<file path="config.mk">
export PLATFORM = sky130hd
export DESIGN_NAME = issue_rsv_timers
export DESIGN_NICKNAME = d
export VERILOG_FILES = /design/src/rtl/issue_rsv_pkg.sv /design/src/rtl/busy_timer.sv /design/src/rtl/issue_rsv_ctrl.sv /design/src/rtl/issue_rsv_dp.sv /design/src/rtl/issue_rsv_timers.sv
export SDC_FILE = /design/constraint.sdc
export NUM_CORES = 1
export LEC_CHECK = 0
export BUFFER_PORTS_ARGS = -buffer_cell sky130_fd_sc_hd__buf_2
export CELL_PAD_IN_SITES_DETAIL_PLACEMENT = 0
export CELL_PAD_IN_SITES_GLOBAL_PLACEMENT = 2
export CORE_MARGIN = 2
export CORE_UTILIZATION = 36
export DETAILED_ROUTE_END_ITERATION = 16
export MAX_ROUTING_LAYER = met4
export PLACE_DENSITY = 0.79
export SETUP_SLACK_MARGIN = 0.3
export SYNTH_ARGS = -nofsm -noshare
export SYNTH_HDL_FRONTEND = slang
export SYNTH_SLANG_ARGS = --single-unit
</file>
<file path="constraint.sdc">
create_clock -name clk -period 1.6 [get_ports clk]
set_input_delay 0.16 -clock clk [delete_from_list [all_inputs] [get_ports clk]]
set_output_delay 0.16 -clock clk [all_outputs]
set_load 0.03 [all_outputs]
</file>
<file path="src/rtl/issue_rsv_pkg.sv">
package issue_rsv_pkg;

  localparam logic [4:0] K_NOP     = 5'd0;
  localparam logic [4:0] K_ALU     = 5'd1;
  localparam logic [4:0] K_BRANCH  = 5'd2;
  localparam logic [4:0] K_RET     = 5'd3;
  localparam logic [4:0] K_SPECIAL = 5'd4;
  localparam logic [4:0] K_KERNARG = 5'd5;
  localparam logic [4:0] K_SEGADDR = 5'd6;
  localparam logic [4:0] K_BARRIER = 5'd7;
  localparam logic [4:0] K_GLB_RD  = 5'd8;
  localparam logic [4:0] K_GLB_WR  = 5'd9;
  localparam logic [4:0] K_GLB_AT  = 5'd10;
  localparam logic [4:0] K_LOC_RD  = 5'd11;
  localparam logic [4:0] K_LOC_WR  = 5'd12;
  localparam logic [4:0] K_LOC_AT  = 5'd13;
  localparam logic [4:0] K_PRV_RD  = 5'd14;
  localparam logic [4:0] K_PRV_WR  = 5'd15;
  localparam logic [4:0] K_PRV_AT  = 5'd16;
  localparam logic [4:0] K_FLAT_RD = 5'd17;
  localparam logic [4:0] K_FLAT_WR = 5'd18;

  localparam logic [1:0] SPACE_NONE   = 2'd0;
  localparam logic [1:0] SPACE_SHARED = 2'd2;

  typedef enum logic [1:0] {SLOT_NONE, SLOT_SIMD, SLOT_GLB, SLOT_LOC} slot_sel_e;
  typedef enum logic [1:0] {POOL_NONE, POOL_GLB, POOL_LOC} pool_sel_e;

  typedef struct packed {
    logic      loadAlu;
    slot_sel_e slotSel;
    pool_sel_e pool;
    logic      longHold;
    logic      incGlbRd;
    logic      incGlbWr;
    logic      incLocRd;
    logic      incLocWr;
  } rsv_strobe_t;

endpackage

</file>
<file path="src/rtl/busy_timer.sv">
module busy_timer #(
  parameter int W = 4
) (
  input  logic         clk,
  input  logic         rstN,
  input  logic         load,
  input  logic [W-1:0] loadVal,
  output logic         rdy
);

  logic [W-1:0] cnt;

  always_ff @(posedge clk or negedge rstN) begin
    if (!rstN)            cnt <= '0;
    else if (load)        cnt <= loadVal;
    else if (cnt != '0)   cnt <= cnt - W'(1);
  end

  assign rdy = (cnt == '0);


  load_wins_chk: assert property (@(posedge clk) disable iff (!rstN)
    load |=> (cnt == $past(loadVal)));


  countdown_chk: assert property (@(posedge clk) disable iff (!rstN)
    (!load && cnt != '0) |=> (cnt == $past(cnt) - W'(1)));


  idle_hold_chk: assert property (@(posedge clk) disable iff (!rstN)
    (!load && rdy) |=> rdy);

endmodule

</file>
<file path="src/rtl/issue_rsv_ctrl.sv">
module issue_rsv_ctrl
  import issue_rsv_pkg::*;
(
  input  logic        clk,
  input  logic        rstN,
  input  logic        issueValid,
  input  logic [4:0]  issueKind,
  input  logic [1:0]  flatSpace,
  output rsv_strobe_t strobe,
  output logic        flatErr
);

  pool_sel_e flatPool;
  slot_sel_e flatSlot;

  always_comb begin
    flatPool = (flatSpace == SPACE_SHARED) ? POOL_LOC : POOL_GLB;
    flatSlot = (flatSpace == SPACE_SHARED) ? SLOT_LOC : SLOT_GLB;
  end

  always_comb begin
    strobe  = '0;
    flatErr = 1'b0;
    if (issueValid) begin
      case (issueKind)
        K_ALU, K_BRANCH, K_RET, K_SPECIAL, K_KERNARG, K_SEGADDR: begin
          strobe.loadAlu = 1'b1;
          strobe.slotSel = SLOT_SIMD;
        end
        K_BARRIER: strobe.slotSel = SLOT_SIMD;
        K_GLB_RD, K_PRV_RD: begin
          strobe.pool     = POOL_GLB;
          strobe.slotSel  = SLOT_GLB;
          strobe.incGlbRd = 1'b1;
        end
        K_GLB_WR, K_PRV_WR: begin
          strobe.pool     = POOL_GLB;
          strobe.slotSel  = SLOT_GLB;
          strobe.longHold = 1'b1;
          strobe.incGlbWr = 1'b1;
        end
        K_GLB_AT, K_PRV_AT: begin
          strobe.pool     = POOL_GLB;
          strobe.slotSel  = SLOT_GLB;
          strobe.longHold = 1'b1;
          strobe.incGlbRd = 1'b1;
          strobe.incGlbWr = 1'b1;
        end
        K_LOC_RD: begin
          strobe.pool     = POOL_LOC;
          strobe.slotSel  = SLOT_LOC;
          strobe.incLocRd = 1'b1;
        end
        K_LOC_WR: begin
          strobe.pool     = POOL_LOC;
          strobe.slotSel  = SLOT_LOC;
          strobe.longHold = 1'b1;
          strobe.incLocWr = 1'b1;
        end
        K_LOC_AT: begin
          strobe.pool     = POOL_LOC;
          strobe.slotSel  = SLOT_LOC;
          strobe.longHold = 1'b1;
          strobe.incLocRd = 1'b1;
          strobe.incLocWr = 1'b1;
        end
        K_FLAT_RD, K_FLAT_WR: begin
          if (flatSpace == SPACE_NONE) begin
            flatErr = 1'b1;
          end else begin
            strobe.pool     = flatPool;
            strobe.slotSel  = flatSlot;
            strobe.longHold = (issueKind == K_FLAT_WR);
            strobe.incGlbRd = (issueKind == K_FLAT_RD);
            strobe.incGlbWr = (issueKind == K_FLAT_WR);
          end
        end
        default: ;
      endcase
    end
  end


  flat_none_chk: assert property (@(posedge clk) disable iff (!rstN)
    flatErr |-> (strobe.pool == POOL_NONE && !strobe.loadAlu &&
                 strobe.slotSel == SLOT_NONE));


  barrier_chk: assert property (@(posedge clk) disable iff (!rstN)
    (issueValid && issueKind == K_BARRIER) |-> (!strobe.loadAlu && strobe.pool == POOL_NONE));

endmodule

</file>
<file path="src/rtl/issue_rsv_dp.sv">
module issue_rsv_dp
  import issue_rsv_pkg::*;
#(
  parameter int NUM_SIMD     = 2,
  parameter int NUM_GLB_BUS  = 2,
  parameter int NUM_LOC_BUS  = 2,
  parameter int BYPASS_LEN   = 5,
  parameter int ISSUE_PERIOD = 3,
  parameter int RD_HOLD      = 4,
  parameter int WR_HOLD      = 8,
  parameter int CNT_W        = 8,
  parameter int SIMD_W       = (NUM_SIMD > 1) ? $clog2(NUM_SIMD) : 1
) (
  input  logic                   clk,
  input  logic                   rstN,
  input  rsv_strobe_t            strobe,
  input  logic [SIMD_W-1:0]      issueSimd,
  output logic [NUM_SIMD-1:0]    aluRdy,
  output logic [NUM_SIMD+1:0]    slotRdy,
  output logic [NUM_GLB_BUS-1:0] glbBusRdy,
  output logic [NUM_LOC_BUS-1:0] locBusRdy,
  output logic [CNT_W-1:0]       memInPipe,
  output logic [CNT_W-1:0]       glbRdInPipe,
  output logic [CNT_W-1:0]       glbWrInPipe,
  output logic [CNT_W-1:0]       locRdInPipe,
  output logic [CNT_W-1:0]       locWrInPipe
);

  localparam int MAX_A  = (BYPASS_LEN > ISSUE_PERIOD) ? BYPASS_LEN : ISSUE_PERIOD;
  localparam int MAX_B  = (RD_HOLD > WR_HOLD) ? RD_HOLD : WR_HOLD;
  localparam int MAX_L  = (MAX_A > MAX_B) ? MAX_A : MAX_B;
  localparam int TMR_W  = $clog2(MAX_L + 1);
  localparam int NUM_SLOT = NUM_SIMD + 2;
  localparam int GLB_SLOT = NUM_SIMD;
  localparam int LOC_SLOT = NUM_SIMD + 1;
  localparam int GPTR_W = (NUM_GLB_BUS > 1) ? $clog2(NUM_GLB_BUS) : 1;
  localparam int LPTR_W = (NUM_LOC_BUS > 1) ? $clog2(NUM_LOC_BUS) : 1;

  logic [NUM_SIMD-1:0]    aluLoad;
  logic [NUM_SLOT-1:0]    slotLoad;
  logic [NUM_GLB_BUS-1:0] glbLoad;
  logic [NUM_LOC_BUS-1:0] locLoad;
  logic [GPTR_W-1:0]      glbPtr;
  logic [LPTR_W-1:0]      locPtr;
  logic [TMR_W-1:0]       busLen;
  logic                   anyMem;

  assign busLen = strobe.longHold ? TMR_W'(WR_HOLD) : TMR_W'(RD_HOLD);
  assign anyMem = (strobe.pool != POOL_NONE);

  always_comb begin
    for (int i = 0; i < NUM_SIMD; i++) begin
      aluLoad[i]  = strobe.loadAlu && (issueSimd == SIMD_W'(i));
      slotLoad[i] = (strobe.slotSel == SLOT_SIMD) && (issueSimd == SIMD_W'(i));
    end
    slotLoad[GLB_SLOT] = (strobe.slotSel == SLOT_GLB);
    slotLoad[LOC_SLOT] = (strobe.slotSel == SLOT_LOC);
    for (int g = 0; g < NUM_GLB_BUS; g++)
      glbLoad[g] = (strobe.pool == POOL_GLB) && (glbPtr == GPTR_W'(g));
    for (int l = 0; l < NUM_LOC_BUS; l++)
      locLoad[l] = (strobe.pool == POOL_LOC) && (locPtr == LPTR_W'(l));
  end

  generate
    for (genvar a = 0; a < NUM_SIMD; a++) begin : g_alu
      busy_timer #(.W(TMR_W)) u_tmr (
        .clk(clk), .rstN(rstN), .load(aluLoad[a]),
        .loadVal(TMR_W'(BYPASS_LEN)), .rdy(aluRdy[a]));
    end
    for (genvar s = 0; s < NUM_SLOT; s++) begin : g_slot
      busy_timer #(.W(TMR_W)) u_tmr (
        .clk(clk), .rstN(rstN), .load(slotLoad[s]),
        .loadVal(TMR_W'(ISSUE_PERIOD)), .rdy(slotRdy[s]));
    end
    for (genvar g = 0; g < NUM_GLB_BUS; g++) begin : g_gbus
      busy_timer #(.W(TMR_W)) u_tmr (
        .clk(clk), .rstN(rstN), .load(glbLoad[g]),
        .loadVal(busLen), .rdy(glbBusRdy[g]));
    end
    for (genvar l = 0; l < NUM_LOC_BUS; l++) begin : g_lbus
      busy_timer #(.W(TMR_W)) u_tmr (
        .clk(clk), .rstN(rstN), .load(locLoad[l]),
        .loadVal(busLen), .rdy(locBusRdy[l]));
    end
  endgenerate

  always_ff @(posedge clk or negedge rstN) begin
    if (!rstN) begin
      glbPtr <= '0;
      locPtr <= '0;
    end else begin
      if (strobe.pool == POOL_GLB)
        glbPtr <= (glbPtr == GPTR_W'(NUM_GLB_BUS - 1)) ? '0 : glbPtr + GPTR_W'(1);
      if (strobe.pool == POOL_LOC)
        locPtr <= (locPtr == LPTR_W'(NUM_LOC_BUS - 1)) ? '0 : locPtr + LPTR_W'(1);
    end
  end

  always_ff @(posedge clk or negedge rstN) begin
    if (!rstN) begin
      memInPipe   <= '0;
      glbRdInPipe <= '0;
      glbWrInPipe <= '0;
      locRdInPipe <= '0;
      locWrInPipe <= '0;
    end else begin
      if (anyMem)          memInPipe   <= memInPipe + CNT_W'(1);
      if (strobe.incGlbRd) glbRdInPipe <= glbRdInPipe + CNT_W'(1);
      if (strobe.incGlbWr) glbWrInPipe <= glbWrInPipe + CNT_W'(1);
      if (strobe.incLocRd) locRdInPipe <= locRdInPipe + CNT_W'(1);
      if (strobe.incLocWr) locWrInPipe <= locWrInPipe + CNT_W'(1);
    end
  end


  glb_onehot_chk: assert property (@(posedge clk) disable iff (!rstN)
    $onehot0(glbLoad));


  loc_onehot_chk: assert property (@(posedge clk) disable iff (!rstN)
    $onehot0(locLoad));


  glb_ptr_hold_chk: assert property (@(posedge clk) disable iff (!rstN)
    (strobe.pool != POOL_GLB) |=> $stable(glbPtr));


  mem_idle_chk: assert property (@(posedge clk) disable iff (!rstN)
    !anyMem |=> $stable(memInPipe));


  mem_step_chk: assert property (@(posedge clk) disable iff (!rstN)
    anyMem |=> (memInPipe == $past(memInPipe) + CNT_W'(1)));

endmodule

</file>
<file path="src/rtl/issue_rsv_timers.sv">
module issue_rsv_timers
  import issue_rsv_pkg::*;
#(
  parameter int NUM_SIMD     = 2,
  parameter int NUM_GLB_BUS  = 2,
  parameter int NUM_LOC_BUS  = 2,
  parameter int BYPASS_LEN   = 5,
  parameter int ISSUE_PERIOD = 3,
  parameter int RD_HOLD      = 4,
  parameter int WR_HOLD      = 8,
  parameter int CNT_W        = 8,
  parameter int SIMD_W       = (NUM_SIMD > 1) ? $clog2(NUM_SIMD) : 1
) (
  input  logic                   clk,
  input  logic                   rstN,
  input  logic                   issueValid,
  input  logic [4:0]             issueKind,
  input  logic [SIMD_W-1:0]      issueSimd,
  input  logic [1:0]             flatSpace,
  output logic                   flatErr,
  output logic [NUM_SIMD-1:0]    aluRdy,
  output logic [NUM_SIMD+1:0]    slotRdy,
  output logic [NUM_GLB_BUS-1:0] glbBusRdy,
  output logic [NUM_LOC_BUS-1:0] locBusRdy,
  output logic [CNT_W-1:0]       memInPipe,
  output logic [CNT_W-1:0]       glbRdInPipe,
  output logic [CNT_W-1:0]       glbWrInPipe,
  output logic [CNT_W-1:0]       locRdInPipe,
  output logic [CNT_W-1:0]       locWrInPipe
);

  rsv_strobe_t strobe;

  issue_rsv_ctrl u_ctrl (
    .clk(clk), .rstN(rstN), .issueValid(issueValid), .issueKind(issueKind),
    .flatSpace(flatSpace), .strobe(strobe), .flatErr(flatErr));

  issue_rsv_dp #(
    .NUM_SIMD(NUM_SIMD), .NUM_GLB_BUS(NUM_GLB_BUS), .NUM_LOC_BUS(NUM_LOC_BUS),
    .BYPASS_LEN(BYPASS_LEN), .ISSUE_PERIOD(ISSUE_PERIOD), .RD_HOLD(RD_HOLD),
    .WR_HOLD(WR_HOLD), .CNT_W(CNT_W), .SIMD_W(SIMD_W)
  ) u_dp (
    .clk(clk), .rstN(rstN), .strobe(strobe), .issueSimd(issueSimd),
    .aluRdy(aluRdy), .slotRdy(slotRdy), .glbBusRdy(glbBusRdy), .locBusRdy(locBusRdy),
    .memInPipe(memInPipe), .glbRdInPipe(glbRdInPipe), .glbWrInPipe(glbWrInPipe),
    .locRdInPipe(locRdInPipe), .locWrInPipe(locWrInPipe));

endmodule

</file>
==> metrics <==
cell taking the most area after synthesis=dfrtp_1; most frequent cells after synthesis=dfrtp_1 (82), xnor2_1 (38), inv_1 (33); CTS H-tree depth=3; Slowest Stage Delay on Critical Path=about 0.39 ns; syn_nets=roughly 440; Post-Synthesis Cell Area=between 4000 and 5000 µm²; Setup crit start=u_dp.g_lbus[1].u_tmr.cnt[1]; crit path capture type=output pin; Multi-input gate area=2350 µm²; Register Area=2050 µm²; slowest CP cell=dfrtp_1; Tot Pwr=approximately 11 mW; Global Route Usage Sum=~16%; Seq/Total Area, Yosys=roughly half; post-route ant nets=0; Worst IR Drop VDD=slightly above 1 mV; Die ar.=between 10000 and 15000 µm²; total CTS buffers=9; number of flops mapped to enable cells by yosys=0; most common cell in the synthesized netlist=dfrtp_1; grt ovf=0; Hold/Removal Path Class=in2reg; unrepaired setup endpoints after global routing=yes; synth top area cells=dfrtp_1 (48%), xnor2_1 (7.8%), ha_1 (4.4%), a21oi_1 (3.3%), inv_1 (2.9%); Via density=just under 5; CTS tree=built; CP arrival=about 1.4 ns; Yosys cell types=43; CTS Root Buffer Type=clkbuf_16; asr flop ratio synth=100%; outcome=completed; pre-CTS setup slack=-0.0980 ns; wire per inst=approximately 13 µm; largest fanout on the critical path=2; antenna diode count=0; cell count after synthesis=415; setup slack after layout=between 0.08 and 0.09 ns; Worst Path Buf+Inv=2; synthesized area per cell=~10 µm²; core area=~11000 µm²; Net count, final=584; setup tns final=0 ns; placed cell count=between 600 and 700; CTS max path bufs=2; crit path cell chain=inv_2 > ha_4 > nor3b_4 > buf_6; total I/O pin count=a little over 60; Initial DRC Count=144; Critical Path RT=around 1.4 ns; largest net degree at the start of global routing=35; LEAKAGE=a little under 3 nW; fin crit share=94.6%; min Tclk post-route=about 1.5 ns; top-area cell type share of the netlist area=between 40 and 50%; DRT Pass-1 Iters=4; final instance area=a little over 6000 µm²; Slew Viols, Final=0; initial antenna violation count=0; # rows=39; RePlAce Congestion=just under 0.8; fillers=between 1k and 1.5k; DRC Markers=0; Worst-Skew Late Latency=~0.33 ns; fin cells=705; TritonCTS sink count=between 80 and 90; Final Hold Violating Endpoints=0; actual slew at the worst max-slew pin=between 0.3 and 0.4 ns; cell family with most CP delay=flip-flops; synth warn=0; first-pass GRT wire length=16100 µm; Vert. Die Dim=113 µm; layout cells sized above 1=about 45%; # Max-Cap Violations=0; FMAX=~660 MHz; FF+latch count, synth=82; vias in the first global route=between 3k and 4k; HP Start=issueSimd; Final setup viols=0; placed inst area=around 5000 µm²; Vias=3399; chip width=approximately 110 µm; CP Launch Type=flop; Port Buffers=61; Clock Skews=approximately 0.0038 ns; Crit Path Class=reg2out; Most used DFF post-synth=dfrtp_1; Clock transition at path regs=0.06 ns; PwrDens=roughly 1900 nW/µm²; Rel. slew slack=74.4%; area growth from synthesis to final layout=43.3%; hpwl dp=roughly 6300 µm; post-layout util=between 50 and 60%; worst hold margin=0.162 ns; drt total wl=9470 µm; initial core utilization=about 37%; R2R Path Start=u_dp.g_slot[0].u_tmr.cnt[0]
-- power by group --
| part | internal [mW] | switching [mW] |
|---|---|---|
| Sequential | 2.85 | 0.853 |
| Combinational | 2.88 | 2.71 |
| Clock | 1.35 | 0.802 |
-- placed cells by master, fill, tap and decap left out, types with 5 or more instances in the layout --
| cell | instances |
|---|---|
| nor2_1 | 20 |
| nor3_2 | 5 |
| nand4_1 | 14 |
| nor3_1 | 7 |
| and3_1 | 7 |
| ha_1 | 5 |
| buf_4 | 79 |
| buf_6 | 18 |
| mux2_2 | 6 |
| nand2_1 | 17 |
| a21oi_1 | 23 |
| nor2_2 | 7 |
| xnor2_1 | 35 |
| nand3b_1 | 6 |
| xor2_1 | 11 |
| inv_2 | 23 |
| ha_4 | 10 |
| nor3b_4 | 6 |
| buf_2 | 48 |
| nand3_1 | 23 |
| nand2b_1 | 9 |
| a21oi_2 | 5 |
| o21ai_0 | 9 |
| inv_1 | 9 |
| mux2i_1 | 5 |
| clkbuf_16 | 9 |
| dfrtp_1 | 81 |
-- per-layer routing --
layer  vias to the layer above  global-route usage, %  routed length, µm
li1                       1707                      -                  -
met4                         0                   5.20                149
met2                        56                   25.1               4540
met3                        14                   3.13                276
met1                      1622                   20.9               4500
met5                         -                      -                  0
-- cells by family (layout without fill, tap and decap cells) --
| group | Yosys count | in the layout | share of synthesized area (%) |
|---|---|---|---|
| AOI/OAI and AO/OA | 51 | 51 | 7.40 |
| xor gates and xnor gates | 49 | 49 | 10.1 |
| adders and majority gates | 17 | 17 | 4.89 |
| buffers and inverters | 48 | 195 | 5.25 |
| DFF | 82 | 82 | 48.3 |
| muxes | 14 | 14 | 3.65 |
| and+or+nand+nor | 154 | 154 | 20.4 |
-- area by class of cell --
cell class	instances	share of cell area, %
sequential	82	33.7
clock inverter	6	1.36
multi-input combinational	285	38.7
timing repair buffer	147	17.5
tap	143	2.94
clock buffer	9	3.70
inverter	33	2.08
-- flip-flops by register name, indices dropped and copies added, names as in the netlist --
| register | flops |
|---|---|
| u_dp.g_alu.u_tmr.cnt | 8 |
| u_dp.glbWrInPipe | 8 |
| u_dp.locPtr | 1 |
| u_dp.g_gbus.u_tmr.cnt | 8 |
| u_dp.g_slot.u_tmr.cnt | 16 |
| u_dp.glbPtr | 1 |
| u_dp.g_lbus.u_tmr.cnt | 8 |
| u_dp.locRdInPipe | 8 |
| u_dp.locWrInPipe | 8 |
| u_dp.glbRdInPipe | 8 |
| u_dp.memInPipe | 8 |
-- final timing paths --
| kind | end | slack [ns] | depth (start not counted) |
|---|---|---|---|
| max reg2reg | u_dp.g_slot[0].u_tmr.cnt[1] | 0.19 | 7 |
| min | u_dp.g_slot[1].u_tmr.cnt[3] | 0.16 | 2 |
| max in group asynchronous | u_dp.g_slot[1].u_tmr.cnt[1] | 0.78 | 3 |
| min reg2reg | u_dp.locWrInPipe[7] | 0.47 | 1 |
| min in group asynchronous | u_dp.g_gbus[1].u_tmr.cnt[1] | 0.30 | 2 |
| max | locBusRdy[1] | 0.09 | 4 |
-- timing repair --
| item | in CTS | in global routing |
|---|---|---|
| setup endpoints to repair | 23 | 36 |
| hold buffers | 1 | 0 |
| pin swaps | 11 | 8 |
| hold endpoints to repair | 24 | 0 |
| setup buffers | 35 | 16 |
| resized for setup | 88 | 25 |
Power figures use the tool's default switching activity.
